[src/rtl/spi_reg_pkg.sv]
package spi_reg_pkg;
  localparam int unsigned BUS_W  = 32;
  localparam int unsigned ADDR_W = 12;

  localparam logic [ADDR_W-1:0] OFF_CTL0 = 12'h000;
  localparam logic [ADDR_W-1:0] OFF_CTL1 = 12'h004;
  localparam logic [ADDR_W-1:0] OFF_DATA = 12'h008;
  localparam logic [ADDR_W-1:0] OFF_STAT = 12'h00C;
  localparam logic [ADDR_W-1:0] OFF_PRSC = 12'h010;
  localparam logic [ADDR_W-1:0] OFF_IMSK = 12'h014;
  localparam logic [ADDR_W-1:0] OFF_IRAW = 12'h018;
  localparam logic [ADDR_W-1:0] OFF_IMSD = 12'h01C;
  localparam logic [ADDR_W-1:0] OFF_DMAC = 12'h020;

  typedef struct packed {
    logic out_dis;
    logic slave;
    logic en;
    logic loop;
  } ctl1_t;

  function automatic logic [7:0] id_byte(input logic [2:0] idx);
    case (idx)
      3'd0:    id_byte = 8'h22;
      3'd1:    id_byte = 8'h10;
      3'd2:    id_byte = 8'h04;
      3'd3:    id_byte = 8'h00;
      3'd4:    id_byte = 8'h0D;
      3'd5:    id_byte = 8'hF0;
      3'd6:    id_byte = 8'h05;
      default: id_byte = 8'hB1;
    endcase
  endfunction
endpackage

[src/rtl/spi_word_fifo.sv]
module spi_word_fifo #(
  parameter int unsigned W     = 16,
  parameter int unsigned DEPTH = 8,
  parameter int unsigned CNT_W = $clog2(DEPTH + 1)
) (
  input  logic             clk_i,
  input  logic             rst_ni,
  input  logic             push_i,
  input  logic [W-1:0]     wdata_i,
  input  logic             pop_i,
  output logic [W-1:0]     rdata_o,
  output logic [CNT_W-1:0] cnt_o,
  output logic             full_o,
  output logic             empty_o
);
  localparam int unsigned PTR_W = (DEPTH > 1) ? $clog2(DEPTH) : 1;
  localparam logic [PTR_W-1:0] LAST = PTR_W'(DEPTH - 1);

  logic [W-1:0]     mem_q [DEPTH];
  logic [PTR_W-1:0] wp_q, rp_q;
  logic [CNT_W-1:0] cnt_q;
  logic             do_push, do_pop;

  assign full_o  = (cnt_q == CNT_W'(DEPTH));
  assign empty_o = (cnt_q == '0);
  assign do_push = push_i && !full_o;
  assign do_pop  = pop_i && !empty_o;
  assign rdata_o = mem_q[rp_q];
  assign cnt_o   = cnt_q;

  always_ff @(posedge clk_i) begin
    if (do_push) mem_q[wp_q] <= wdata_i;
  end

  always_ff @(posedge clk_i or negedge rst_ni) begin
    if (!rst_ni) begin
      wp_q  <= '0;
      rp_q  <= '0;
      cnt_q <= '0;
    end else begin
      if (do_push) wp_q <= (wp_q == LAST) ? '0 : wp_q + 1'b1;
      if (do_pop)  rp_q <= (rp_q == LAST) ? '0 : rp_q + 1'b1;
      case ({do_push, do_pop})
        2'b10:   cnt_q <= cnt_q + 1'b1;
        2'b01:   cnt_q <= cnt_q - 1'b1;
        default: cnt_q <= cnt_q;
      endcase
    end
  end
endmodule

[src/rtl/spi_shifter.sv]
module spi_shifter #(
  parameter int unsigned W      = 16,
  parameter int unsigned DIV_W  = 8,
  parameter int unsigned BITS_W = $clog2(W) + 1
) (
  input  logic              clk_i,
  input  logic              rst_ni,
  input  logic              start_i,
  input  logic [W-1:0]      word_i,
  input  logic [BITS_W-1:0] bits_i,
  input  logic [DIV_W-1:0]  half_i,
  input  logic              miso_i,
  output logic              busy_o,
  output logic              done_o,
  output logic [W-1:0]      rx_o,
  output logic              sclk_o,
  output logic              mosi_o,
  output logic              cs_no
);
  logic [W-1:0]      out_q, in_q;
  logic [BITS_W-1:0] left_q;
  logic [DIV_W-1:0]  div_q;
  logic              busy_q, sclk_q, done_q;
  logic              tick;

  assign tick   = busy_q && (div_q == '0);
  assign busy_o = busy_q;
  assign done_o = done_q;
  assign rx_o   = in_q;
  assign sclk_o = sclk_q;
  assign mosi_o = busy_q && out_q[W-1];
  assign cs_no  = !busy_q;

  always_ff @(posedge clk_i or negedge rst_ni) begin
    if (!rst_ni) begin
      out_q  <= '0;
      in_q   <= '0;
      left_q <= '0;
      div_q  <= '0;
      busy_q <= 1'b0;
      sclk_q <= 1'b0;
      done_q <= 1'b0;
    end else begin
      done_q <= 1'b0;
      if (start_i && !busy_q) begin
        busy_q <= 1'b1;
        sclk_q <= 1'b0;
        out_q  <= word_i << (BITS_W'(W) - bits_i);
        in_q   <= '0;
        left_q <= bits_i;
        div_q  <= half_i - 1'b1;
      end else if (busy_q) begin
        div_q <= tick ? half_i - 1'b1 : div_q - 1'b1;
        if (tick) begin
          if (!sclk_q) begin
            sclk_q <= 1'b1;
            in_q   <= {in_q[W-2:0], miso_i};
          end else begin
            sclk_q <= 1'b0;
            if (left_q == BITS_W'(1)) begin
              busy_q <= 1'b0;
              done_q <= 1'b1;
            end else begin
              left_q <= left_q - 1'b1;
              out_q  <= out_q << 1;
            end
          end
        end
      end
    end
  end
endmodule

[src/rtl/spi_reg_master.sv]
module spi_reg_master
  import spi_reg_pkg::*;
#(
  parameter int unsigned DATA_W     = 16,
  parameter int unsigned FIFO_DEPTH = 8,
  parameter int unsigned DIV_W      = 8
) (
  input  logic              clk_i,
  input  logic              rst_ni,
  input  logic [ADDR_W-1:0] addr_i,
  input  logic              wr_i,
  input  logic              rd_i,
  input  logic [BUS_W-1:0]  wdata_i,
  output logic [BUS_W-1:0]  rdata_o,
  output logic              sclk_o,
  output logic              mosi_o,
  input  logic              miso_i,
  output logic              cs_no,
  output logic              irq_o
);
  localparam int unsigned CNT_W  = $clog2(FIFO_DEPTH + 1);
  localparam int unsigned SIZE_W = $clog2(DATA_W);
  localparam int unsigned BITS_W = SIZE_W + 1;
  localparam int unsigned THR    = FIFO_DEPTH / 2;

  logic [DATA_W-1:0] ctl0_q;
  ctl1_t             ctl1_q;
  logic [DIV_W-1:0]  prsc_q;
  logic [3:0]        imsk_q;
  logic              dma_q;

  logic [DATA_W-1:0] size_mask;
  logic [SIZE_W-1:0] size_fld;
  logic [DIV_W-1:0]  half;
  logic              data_wr, data_rd, id_hit;

  logic              tx_pop, tx_full, tx_empty;
  logic [DATA_W-1:0] tx_head;
  logic [CNT_W-1:0]  tx_cnt;
  logic              rx_push, rx_pop, rx_full, rx_empty;
  logic [DATA_W-1:0] rx_head, rx_in;
  logic [CNT_W-1:0]  rx_cnt;

  logic              eng_ok, go, lb_go, sh_start, sh_busy, sh_done;
  logic [DATA_W-1:0] sh_rx;
  logic [4:0]        stat;
  logic [3:0]        iraw;

  assign size_fld = ctl0_q[SIZE_W-1:0];
  assign data_wr  = wr_i && (addr_i == OFF_DATA);
  assign data_rd  = rd_i && (addr_i == OFF_DATA);
  assign id_hit   = (addr_i[ADDR_W-1:5] == '1) && (addr_i[1:0] == 2'b00);
  assign half     = (prsc_q < DIV_W'(2)) ? DIV_W'(2) : prsc_q;

  for (genvar i = 0; i < DATA_W; i++) begin : g_mask
    assign size_mask[i] = (SIZE_W'(i) <= size_fld);
  end

  // register writes
  always_ff @(posedge clk_i or negedge rst_ni) begin
    if (!rst_ni) begin
      ctl0_q <= '0;
      ctl1_q <= '0;
      prsc_q <= '0;
      imsk_q <= '0;
      dma_q  <= 1'b0;
    end else if (wr_i) begin
      case (addr_i)
        OFF_CTL0: ctl0_q <= wdata_i[DATA_W-1:0];
        OFF_CTL1: ctl1_q <= wdata_i[3:0];
        OFF_PRSC: prsc_q <= wdata_i[DIV_W-1:0];
        OFF_IMSK: imsk_q <= wdata_i[3:0];
        OFF_DMAC: dma_q  <= |wdata_i;
        default:  ;
      endcase
    end
  end

  spi_word_fifo #(.W(DATA_W), .DEPTH(FIFO_DEPTH), .CNT_W(CNT_W)) u_tx_fifo (
    .clk_i   (clk_i),
    .rst_ni  (rst_ni),
    .push_i  (data_wr),
    .wdata_i (wdata_i[DATA_W-1:0] & size_mask),
    .pop_i   (tx_pop),
    .rdata_o (tx_head),
    .cnt_o   (tx_cnt),
    .full_o  (tx_full),
    .empty_o (tx_empty)
  );

  // transfer engine: one word in flight, never pushes into a full rx queue
  assign eng_ok   = ctl1_q.en && !ctl1_q.slave && !dma_q;
  assign go       = eng_ok && !tx_empty && !rx_full && !sh_busy && !sh_done;
  assign lb_go    = go && ctl1_q.loop;
  assign sh_start = go && !ctl1_q.loop;
  assign tx_pop   = go;
  assign rx_push  = lb_go || sh_done;
  assign rx_in    = (lb_go ? tx_head : sh_rx) & size_mask;
  assign rx_pop   = data_rd && !rx_empty;

  spi_shifter #(.W(DATA_W), .DIV_W(DIV_W), .BITS_W(BITS_W)) u_shift (
    .clk_i   (clk_i),
    .rst_ni  (rst_ni),
    .start_i (sh_start),
    .word_i  (tx_head),
    .bits_i  (BITS_W'(size_fld) + 1'b1),
    .half_i  (half),
    .miso_i  (miso_i),
    .busy_o  (sh_busy),
    .done_o  (sh_done),
    .rx_o    (sh_rx),
    .sclk_o  (sclk_o),
    .mosi_o  (mosi_o),
    .cs_no   (cs_no)
  );

  spi_word_fifo #(.W(DATA_W), .DEPTH(FIFO_DEPTH), .CNT_W(CNT_W)) u_rx_fifo (
    .clk_i   (clk_i),
    .rst_ni  (rst_ni),
    .push_i  (rx_push),
    .wdata_i (rx_in),
    .pop_i   (rx_pop),
    .rdata_o (rx_head),
    .cnt_o   (rx_cnt),
    .full_o  (rx_full),
    .empty_o (rx_empty)
  );

  assign stat  = {!tx_empty, rx_full, !rx_empty, !tx_full, tx_empty};
  assign iraw  = {tx_cnt <= CNT_W'(THR), rx_cnt >= CNT_W'(THR), 2'b00};
  assign irq_o = |(iraw & imsk_q);

  always_comb begin
    rdata_o = '0;
    if (id_hit) begin
      rdata_o[7:0] = id_byte(addr_i[4:2]);
    end else begin
      case (addr_i)
        OFF_CTL0: rdata_o[DATA_W-1:0] = ctl0_q;
        OFF_CTL1: rdata_o[3:0]        = ctl1_q;
        OFF_DATA: rdata_o[DATA_W-1:0] = rx_empty ? '0 : rx_head;
        OFF_STAT: rdata_o[4:0]        = stat;
        OFF_PRSC: rdata_o[DIV_W-1:0]  = prsc_q;
        OFF_IMSK: rdata_o[3:0]        = imsk_q;
        OFF_IRAW: rdata_o[3:0]        = iraw;
        OFF_IMSD: rdata_o[3:0]        = iraw & imsk_q;
        default:  rdata_o = '0;
      endcase
    end
  end
endmodule

[config.mk]
export PLATFORM = sky130hd
export DESIGN_NAME = spi_reg_master
export DESIGN_NICKNAME = d
export VERILOG_FILES = /design/src/rtl/spi_reg_pkg.sv /design/src/rtl/spi_word_fifo.sv /design/src/rtl/spi_shifter.sv /design/src/rtl/spi_reg_master.sv
export SDC_FILE = /design/constraint.sdc
export NUM_CORES = 1
export LEC_CHECK = 0
export ABC_AREA = 1
export BUFFER_PORTS_ARGS = -buffer_cell sky130_fd_sc_hd__buf_2
export CORE_MARGIN = 2
export CORE_UTILIZATION = 38
export CTS_CLUSTER_DIAMETER = 60
export CTS_CLUSTER_SIZE = 24
export DETAILED_ROUTE_END_ITERATION = 16
export GPL_ROUTABILITY_DRIVEN = 0
export HOLD_SLACK_MARGIN = 0.1
export PLACE_DENSITY = 0.54
export SYNTH_ARGS = -nofsm -noshare
export SYNTH_HDL_FRONTEND = slang
export SYNTH_HIERARCHICAL = 1
export SYNTH_SLANG_ARGS = --single-unit
[constraint.sdc]
create_clock -name clk_i -period 5.45 [get_ports clk_i]
set_clock_uncertainty 0.15 [all_clocks]
set_input_delay 0.2725 -clock clk_i [delete_from_list [all_inputs] [get_ports clk_i]]
set_output_delay 0.2725 -clock clk_i [all_outputs]
set_load 0.01 [all_outputs]
==> metrics.txt <==
status=finished clean; die width=222.8 um; Min-Delay Path Class=input port to register; setup_tns=0 ns; RSZ-0062 raised after global routing=false; post-synth cell types=47; post-synth design cell area=0.01818 mm2; Num Clock Sinks=357; crit path max fanout=1; Core Util, Final=43.40%; Die Y=222.8 um; final setup fails=0; row cnt=80; Power Internal=0.004431 W; worst skew pair latency=0.56 ns; critical path startpoint category=input port; FF+latch count, synth=357; Max stage delay on crit path=0.56 ns; Min Hold Slack=0.2239 ns; Rel. slew slack=35.10%; crit path time final=about 4.4 ns; r2r setup slk=1.85 ns; HP Start=addr_i[2]; clk buf depth=3; Sequential Area=approximately 0.010 mm2; Max Slew Vio Count=0; Most common cell on crit path=dlygate4sd3_1; crit path from=wdata_i[28]; Vias=13,860; H-tree depth=2; Layout Nets=2,243; Yosys warning count=6; post-CTS sizing=0; area fraction of the dominant cell type after synthesis=42.28%; Filler cells=4,675; CTS tree=done; drt total wl=47,700 um; GRT overflow=0; Setup Buffers After CTS=0; largest net degree at the start of global routing=73; R2R cell count=17; vias in the first global route=13,330; NetSw=0.001297 W; leakage=approximately 9 nW; CTS buffer count=35; DRC=0; share of cells above drive strength 1=11.71%; drt wl/cell=16.98 um; delay-heaviest family, CP=buffers and inverters; Initial Util=38.33%; crit path kind=input port to register; # diodes=0; Async SR Flop Fraction=~28%; multi-input combinational cell area=roughly 0.0066 mm2; Syn Inst Count=2,095; Setup crit end kind=register; Critical Path RT=5.73 ns; Slew @ Worst Pin=0.9735 ns; Post-synth EDFFs=256; top cells by area, synth=edfxtp_1, nand2_1, dfrtp_1; Clock transition at path regs=0.08 ns; clock share of power=around 48%; layout overhead on the synthesized area=13.25%; Pwr Density=278.1 mW/mm2; dpl hpwl=31,450 um; critical path endpoint=dma_q$_DFFE_PN0P_; Core Region=between 0.04 and 0.05 mm2; Reg2Reg Launch Point=u_rx_fifo/cnt_o[0]$_DFFE_PN0P_; 1st-iter DRT viols=1,229; Fin. Hold Viols=0; Final period util=about four fifths; Die ar.=0.04962 mm2; number of vias per cell=4.931; Worst Path Buf+Inv=8; cell accounting for the most synthesized area=edfxtp_1; Max IR drop VDD=264.6 uV; worst-path cell chain=dlygate4sd3_1 -> buf_2 -> nor2_1 -> dlygate4sd3_1 -> nand4_1 -> dlygate4sd3_1 -> nor2_1 -> dlygate4sd3_1 -> nand2_1 -> dlygate4sd3_1 -> nand2_1 -> dlygate4sd3_1 -> nand2_1 -> dlygate4sd3_1; max-cap violations=0; # hold bufs at CTS=32; Final ANT Viol Nets=0; R2R Path End=u_rx_fifo/cnt_o[3]$_DFFE_PN0P_; Arrival @ worst endpoint=4.66 ns; sequential power share=between 50 and 60%; Logic pwr share=2.1%; first-pass GRT wire length=75,190 um; Peak Freq=roughly 230 MHz; gr usage total=19.53%; Crit. path cell count=14; Slowest-stage cell, CP=dlygate4sd3_1; post-synthesis sequential area ratio=56.18%; First-pass DRT Iterations=6; switching share of power=between 20% and 30%; Avg Cell Area, Syn=8.680 um2; initial antenna violation count=0; Main synth FF type=edfxtp_1; IO Count=85; port bufs=68; clock root cell=clkbuf_16
==> flip-flops by register name, summed over array words and instances, names as in the netlist, 5 cells and up <==
register / flops
u_shift/out_q: 16
ctl0_q: 16
prsc_q: 8
u_shift/left_q: 5
u_shift/div_q: 8
u_tx_fifo/mem_q: 128
u_shift/rx_o: 16
u_rx_fifo/mem_q: 128
==> layer usage <==
metal	share of wire (%)	global-route usage, %
met2	48	33.13
met1	44	25.75
met4	2.9	6.885
met5	0	0
met3	4.6	2.473
==> synthesized netlist by cell type (2+ instances only) <==
cell type	number
buf_2	29
nand3_2	3
nand3_1	143
o21ai_1	51
a21oi_1	27
edfxtp_1	256
dfrtp_1	101
nor2_1	259
o21ai_2	24
nand2_2	19
nor2_2	5
xor2_1	6
nor2_4	7
nand2_4	6
ha_1	23
o21ai_0	74
nor3_1	15
buf_1	5
fa_1	2
a31oi_1	2
o21bai_2	3
buf_6	11
o211ai_1	3
clkbuf_1	26
nor2_8	2
nand2_1	693
inv_1	201
or2_2	9
buf_4	31
inv_2	11
nand3b_1	8
nand4_1	7
xnor2_1	6
o22ai_1	14
==> metrics by stage <==
step	setup slack, ns	total power (W)	instances	instance area [um2]
after floorplan	2.070	0.003002	2110	18240
after global placement	1.897	0.003050	2715	18970
after detailed placement	1.870	0.003052	2715	18970
after CTS	1.218	0.005800	2810	20590
after global routing	0.8881	0.005906	2810	20590
final	1.073	0.005728	2810	20590
==> worst reg2reg max path: stages (launching register included) <==
cell     delay [ns]
dfrtp_1        0.41
nor2_1         0.08
nand3_1        0.13
inv_1          0.09
nor2_1         0.13
nand2_1        0.10
nor2_2         0.11
buf_4          0.23
nand2_2        0.27
nand2_1        0.23
nand2_1        0.34
ha_1           0.41
ha_1           0.31
or2_2          0.29
nand2_1        0.07
nand2_1        0.04
nand3_1        0.06
nand2_1        0.05
==> cell families after synthesis <==
| kind of cell | after synthesis | synth area share, % |
|---|---|---|
| and+or+nand+nor | 1180 | 27.10 |
| DFF | 357 | 56.18 |
| buffers and inverters | 317 | 7.865 |
| AOI/OAI and AO/OA | 202 | 6.372 |
| adders and majority gates | 25 | 1.803 |
| xor gates and xnor gates | 13 | 0.6675 |
| other | 1 | 0.02062 |
==> layout by cell type, fill, tap and decap left out, drive strengths merged, types with 8 or more instances in the layout <==
cell type    synthesis  routed
o21ai              149     149
o22ai               14      14
dfrtp              101     101
or2                 11      11
nand3b               8       8
conb                 1      16
nor2               273     273
nand3              147     147
inv                213     227
clkbuf              27      37
ha                  23      23
nand2              718     718
nor3                15      15
a21oi               27      27
edfxtp             256     256
buf                 76      94
dlygate4sd3          0      31
==> power groups by stage <==
stage	Sequential (W)	Combinational, W	Clock [W]
6_report	0.00289	0.000122	0.00272
5_1_grt	0.00289	0.000135	0.00288
4_1_cts	0.00289	0.000123	0.00279
2_1_floorplan	0.00294	0.0000583	0
3_5_place_dp	0.00295	0.000106	0
3_3_place_gp	0.00295	0.000105	0
==> worst min path at each step <==
stage                               endpoint  slack [ns]  cells past startpoint
6_report               imsk_q[3]$_DFFE_PN0P_        0.22                      5
5_1_grt                imsk_q[1]$_DFFE_PN0P_        0.25                      5
4_1_cts                imsk_q[3]$_DFFE_PN0P_        0.18                      5
3_5_place_dp   u_tx_fifo/wp_q[1]$_DFFE_PN0P_         0.1                      1
3_3_place_gp   u_tx_fifo/wp_q[1]$_DFFE_PN0P_         0.1                      1
2_1_floorplan          ctl0_q[0]$_DFFE_PN0P_       -0.17                      0
==> area by class of cell <==
type / instances / area share, %
timing repair buffer: 125 / 4.241
clock buffer: 37 / 4.496
sequential: 357 / 49.63
multi-input combinational: 1436 / 32.22
inverter: 214 / 3.919
clock inverter: 26 / 1.762
tap: 615 / 3.737
(Power assumes the default switching activity.)
